[src/rtl/keyed_unlock_pkg.sv]
package keyed_unlock_pkg;
   localparam int MAX_KEYS = 3;
   typedef logic [1:0] lock_st_t;
   localparam lock_st_t ST_LOCKED = 2'd0;
   localparam lock_st_t ST_OPEN   = 2'd3;
endpackage

[src/rtl/unlock_key_match.sv]
module unlock_key_match #(
   parameter int DATA_W   = 32,
   parameter int KEY_W    = 16,
   parameter int NUM_KEYS = 2,
   parameter logic [keyed_unlock_pkg::MAX_KEYS*KEY_W-1:0] KEYS = '0,
   localparam int STG_W   = $clog2(NUM_KEYS + 1)
) (
   input  logic [STG_W-1:0]  stage,
   input  logic [DATA_W-1:0] wr_data,
   output logic              key_hit
);
   logic [NUM_KEYS-1:0] hit_vec;
   logic [NUM_KEYS-1:0] sel_vec;

   // one comparator per key position; the stage selects which one counts
   for (genvar i = 0; i < NUM_KEYS; i++) begin : g_cmp
      assign hit_vec[i] = (wr_data == DATA_W'(KEYS[i*KEY_W +: KEY_W]));
      assign sel_vec[i] = (stage == STG_W'(i));
   end

   assign key_hit = |(hit_vec & sel_vec);
endmodule

[src/rtl/unlock_stage_ctrl.sv]
module unlock_stage_ctrl
   import keyed_unlock_pkg::*;
#(
   parameter int NUM_KEYS = 2,
   localparam int STG_W   = $clog2(NUM_KEYS + 1)
) (
   input  logic             clk,
   input  logic             rst_n,
   input  logic             lock_wr,
   input  logic             key_hit,
   input  logic             prot_accept,
   output logic [STG_W-1:0] stage,
   output lock_st_t         status,
   output logic             open
);
   localparam logic [STG_W-1:0] STG_LAST = STG_W'(NUM_KEYS);
   logic [STG_W-1:0] stage_q, stage_d;

   always_comb begin
      stage_d = stage_q;
      if (prot_accept) begin
         stage_d = '0;
      end else if (lock_wr) begin
         if (stage_q != STG_LAST && key_hit) stage_d = stage_q + 1'b1;
         else                                stage_d = '0;
      end
   end

   always_ff @(posedge clk or negedge rst_n) begin
      if (!rst_n) stage_q <= '0;
      else        stage_q <= stage_d;
   end

   assign stage = stage_q;
   assign open  = (stage_q == STG_LAST);

   // the way progress maps onto the two status bits depends on the key count
   if (NUM_KEYS == 2) begin : g_st2
      always_comb begin
         unique case (stage_q)
            2'd0:    status = ST_LOCKED;
            2'd1:    status = 2'd1;
            default: status = ST_OPEN;
         endcase
      end
   end else begin : g_st3
      assign status = lock_st_t'(stage_q);
   end
endmodule

[src/rtl/prot_hold_reg.sv]
module prot_hold_reg #(
   parameter int          DATA_W    = 32,
   parameter logic [DATA_W-1:0] RESET_VAL = '0
) (
   input  logic              clk,
   input  logic              rst_n,
   input  logic              prot_wr,
   input  logic              open,
   input  logic [DATA_W-1:0] wr_data,
   output logic              prot_accept,
   output logic [DATA_W-1:0] prot_value,
   output logic              prot_we,
   output logic              viol
);
   assign prot_accept = prot_wr && open;

   always_ff @(posedge clk or negedge rst_n) begin
      if (!rst_n) begin
         prot_value <= RESET_VAL;
         prot_we    <= 1'b0;
         viol       <= 1'b0;
      end else begin
         prot_we <= prot_accept;
         if (prot_accept)        prot_value <= wr_data;
         if (prot_wr && !open)   viol       <= 1'b1;
      end
   end
endmodule

[src/rtl/unlock_read_mux.sv]
module unlock_read_mux
   import keyed_unlock_pkg::*;
#(
   parameter int DATA_W    = 32,
   parameter int ADDR_W    = 4,
   parameter logic [ADDR_W-1:0] LOCK_ADDR = '0,
   parameter logic [ADDR_W-1:0] DATA_ADDR = '0
) (
   input  logic [ADDR_W-1:0] rd_addr,
   input  lock_st_t          status,
   input  logic [DATA_W-1:0] prot_value,
   output logic [DATA_W-1:0] rd_data
);
   always_comb begin
      if (rd_addr == LOCK_ADDR)      rd_data = DATA_W'(status);
      else if (rd_addr == DATA_ADDR) rd_data = prot_value;
      else                           rd_data = '0;
   end
endmodule

[src/rtl/keyed_unlock_seq.sv]
module keyed_unlock_seq
   import keyed_unlock_pkg::*;
#(
   parameter int DATA_W    = 32,
   parameter int ADDR_W    = 4,
   parameter int KEY_W     = 16,
   parameter int NUM_KEYS  = 2,
   parameter logic [MAX_KEYS*KEY_W-1:0] KEYS = {16'h0000, 16'hAAAA, 16'h5555},
   parameter logic [ADDR_W-1:0] LOCK_ADDR = 4'h0,
   parameter logic [ADDR_W-1:0] DATA_ADDR = 4'h4,
   parameter logic [DATA_W-1:0] RESET_VAL = '0
) (
   input  logic              clk,
   input  logic              rst_n,
   input  logic              wr_en,
   input  logic [ADDR_W-1:0] wr_addr,
   input  logic [DATA_W-1:0] wr_data,
   input  logic [ADDR_W-1:0] rd_addr,
   output logic [DATA_W-1:0] rd_data,
   output logic [1:0]        lock_status,
   output logic              prot_we,
   output logic [DATA_W-1:0] prot_value,
   output logic              viol
);
   localparam int STG_W = $clog2(NUM_KEYS + 1);

   if (NUM_KEYS < 2 || NUM_KEYS > MAX_KEYS) begin : g_bad_keys
      $error("NUM_KEYS must be 2 or 3");
   end
   if (KEY_W < 2 || KEY_W > DATA_W) begin : g_bad_keyw
      $error("KEY_W must lie between 2 and DATA_W");
   end
   if (LOCK_ADDR == DATA_ADDR) begin : g_bad_addr
      $error("LOCK_ADDR and DATA_ADDR must differ");
   end

   logic             lock_wr, prot_wr, key_hit, prot_accept, open;
   logic [STG_W-1:0] stage;
   lock_st_t         status;

   assign lock_wr = wr_en && (wr_addr == LOCK_ADDR);
   assign prot_wr = wr_en && (wr_addr == DATA_ADDR);

   unlock_key_match #(
      .DATA_W(DATA_W), .KEY_W(KEY_W), .NUM_KEYS(NUM_KEYS), .KEYS(KEYS)
   ) u_match (
      .stage(stage), .wr_data(wr_data), .key_hit(key_hit)
   );

   unlock_stage_ctrl #(.NUM_KEYS(NUM_KEYS)) u_ctrl (
      .clk(clk), .rst_n(rst_n), .lock_wr(lock_wr), .key_hit(key_hit),
      .prot_accept(prot_accept), .stage(stage), .status(status), .open(open)
   );

   prot_hold_reg #(.DATA_W(DATA_W), .RESET_VAL(RESET_VAL)) u_hold (
      .clk(clk), .rst_n(rst_n), .prot_wr(prot_wr), .open(open),
      .wr_data(wr_data), .prot_accept(prot_accept),
      .prot_value(prot_value), .prot_we(prot_we), .viol(viol)
   );

   unlock_read_mux #(
      .DATA_W(DATA_W), .ADDR_W(ADDR_W),
      .LOCK_ADDR(LOCK_ADDR), .DATA_ADDR(DATA_ADDR)
   ) u_rd (
      .rd_addr(rd_addr), .status(status), .prot_value(prot_value),
      .rd_data(rd_data)
   );

   assign lock_status = status;
endmodule

[config.mk]
export PLATFORM = sky130hd
export DESIGN_NAME = keyed_unlock_seq
export DESIGN_NICKNAME = d
export VERILOG_FILES = /design/src/rtl/keyed_unlock_pkg.sv /design/src/rtl/unlock_key_match.sv /design/src/rtl/unlock_stage_ctrl.sv /design/src/rtl/prot_hold_reg.sv /design/src/rtl/unlock_read_mux.sv /design/src/rtl/keyed_unlock_seq.sv
export SDC_FILE = /design/constraint.sdc
export NUM_CORES = 1
export LEC_CHECK = 0
export BUFFER_PORTS_ARGS = -buffer_cell sky130_fd_sc_hd__buf_2
export CORE_MARGIN = 2
export CORE_UTILIZATION = 46
export DETAILED_ROUTE_END_ITERATION = 6
export PLACE_DENSITY = 0.95
export SETUP_SLACK_MARGIN = 0.5
export SLEW_MARGIN = 0
export SYNTH_ARGS = -nofsm -noshare
export SYNTH_HDL_FRONTEND = slang
export SYNTH_SLANG_ARGS = --single-unit
[constraint.sdc]
create_clock -name clk -period 3.8 [get_ports clk]
set_input_delay 0.76 -clock clk [delete_from_list [all_inputs] [get_ports clk]]
set_output_delay 0.76 -clock clk [all_outputs]
set_load 0.1 [all_outputs]
==> flow_metrics.tcl <==
set metrics [dict create \
    status "finished clean" \
    ctsRootBufferMaster "clkbuf_8" \
    relSlewSlack 0.476 \
    multi_input_area_um2 897 \
    synth_top_area_share 0.493 \
    antenna_found_initial 0 \
    synth-simple-area-share 0.228 \
    async_reset_ff_frac 1.00 \
    worst_setup_path_start_kind "input port" \
    r2r-end "u_hold.prot_value[5]" \
    holdPathEnd "u_hold.viol" \
    synth_xor_area_frac 0 \
    initial_core_util 0.488 \
    clk_pin_slew_ns 0.07 \
    grt_max_degree 37 \
    min_period_ns 2.83 \
    ys_types 29 \
    synthTopCellsByArea "dfrtp_1, mux2_2, and2_1" \
    ctsHoldBuffers 0 \
    drive_gt1_frac 0.607 \
    routabilityCongestion 0.726 \
    finalSetupTns_ns 0 \
    critPathKind "in -> out" \
    grt_pass1_wl_um 6440 \
    final_util 0.675 \
    synth_most_common_cell "dfrtp_1" \
    regArea_um2 901 \
    die_h_um 67.0 \
    grt_pass1_vias 1476 \
    synth.area.mux_share 0.197 \
    final_max_slew_viol_count 0 \
    clk_latency_ns 0.27 \
    peakVddDrop_mv 0.204 \
    cp-end-kind "output port" \
    yosys-top-cells-count "dfrtp_1, mux2_2, and2_1" \
    core-area_um2 3740 \
    first_pass_iters 5 \
    fmax_ghz 0.354 \
    yosys_warnings 0 \
    power_uw 725 \
    finalWirelength_um 4170 \
    cts_tree "built" \
    drc_errors 0 \
    ys_ff_latch 36 \
    finalHoldViolCount 0 \
    hold_start "u_hold.viol" \
    rsz0062_at_grt "no" \
    synth_cells 149 \
    io_pins 111 \
    worstPathMaxFanout 30 \
    dp_hpwl_um 3280 \
    fill_cells 317 \
    postRouteAntennaNets 0 \
    hold_class "reg -> reg" \
    via_per_inst 5.04 \
    num_vias 1562 \
    synth_top_area_cell "dfrtp_1" \
    whs_path_depth 1 \
    port_buffers 110 \
    htree_levels 2 \
    grt_usage 0.193 \
    numClockSinks 36 \
    design_area_um2 2530 \
    max-clock-path-buffers 2 \
    cts_setup_buffers 0 \
    tightest_slew_ns 0.787 \
    synth_flop_cell "dfrtp_1" \
    synth_top_family_by_area "simple AND/OR/NAND/NOR gates" \
    synth-adder-area-share 0.0206 \
    placed_cell_area_um2 2430 \
    synth_compound_gate_area_share 0.0260 \
    ys_seq_area_frac 0.493 \
    areaGrowthSynthToFinish_pct 38.5 \
    crit_path_start "rd_addr[1]" \
    first_iter_violations 43 \
    num_rows 22 \
    antenna_cells 0 \
    cts_buffers 5 \
    cap_violations 0 \
    pwr_density_cell_nw_per_um2 287 \
    fin_skew_ns 0.00284 \
    worstPathArrival_ns 2.07 \
    cp.required_ns 3.04 \
    cts_resized 0 \
    setup_viol 0 \
    syn-num-nets 195 \
    r2r_slack_ns 2.08 \
    fin_crit_sh 0.744 \
    die_area_um2 4490 \
    worst-r2r-cell-count 4 \
    syn_area_um2 1830 \
    synth_edf_count 0 \
    die_width_um 67.0 \
    routedWlPerCell_um 13.5 \
    r2r_start "u_ctrl.stage[0]" \
    hold_ws_ns 0.475 \
    final_nets 307 \
    leakage_uw 0.00150 \
    avgSynthCellArea_um2 12.3 \
    gr-total-overflow 0 \
]
## cell type report
type                    count  area share
inverters                   5     0.00743
repair buffers            111       0.221
well taps                  48      0.0238
clock inverters             2     0.00396
clock buffers               6      0.0327
multi-input cells         102       0.355
flip-flops and latches     36       0.356
## power breakdown
part	internal (µW)	switching [µW]
Clock	145	127
Sequential	385	0.842
Combinational	23.9	43.5
Total	553	172
## flip-flops by register name (all words and copies together), names as in the netlist
name               count
u_hold.prot_value     32
u_ctrl.stage           2
u_hold.prot_we         1
u_hold.viol            1
## metal layers
layer	track usage	up-vias	wire (µm)
li1	-	751	-
met2	0.371	64	2280
met1	0.198	743	1580
met4	0.0587	0	40
met3	0.0557	4	270
met5	0	-	0
## cells in the final DEF, fill, tap and decap left out, types with 4 or more instances in the layout
cell type,Yosys,routed
dfrtp_1,36,36
buf_2,0,110
nor4bb_1,4,4
mux2_2,32,32
inv_1,5,5
clkbuf_8,0,6
and2_1,30,30
## critical path, cell delays in order
cell     delay, ns
buf_2         0.14
nor4b_2       0.27
buf_4         0.29
and2_1        0.18
buf_2         0.42
## metrics by stage
step / worst slack, ns / cells
after floorplan: 0.870 / 149
after global placement: 1.03 / 302
after detailed placement: 0.978 / 302
after CTS: 0.958 / 310
after global routing: 0.886 / 310
final: 0.974 / 310
## how the worst max path moves through the flow
stage                  endpoint  depth (start not counted)
finish              rd_data[23]                          5
global route        rd_data[28]                          5
CTS                 rd_data[23]                          5
detailed placement  rd_data[23]                          5
global placement    rd_data[16]                          5
floorplan           rd_data[10]                          3
## kinds of logic (layout without fill, tap and decap cells)
family,count (synthesis),in the layout
AND/OR/NAND/NOR,60,60
AO/OA/AOI/OAI,7,7
buffers and inverters,11,124
multiplexers,32,32
flip-flops,36,36
adder cells (fa/ha/maj),3,3
No activity file was read; power rests on OpenSTA's default activity.
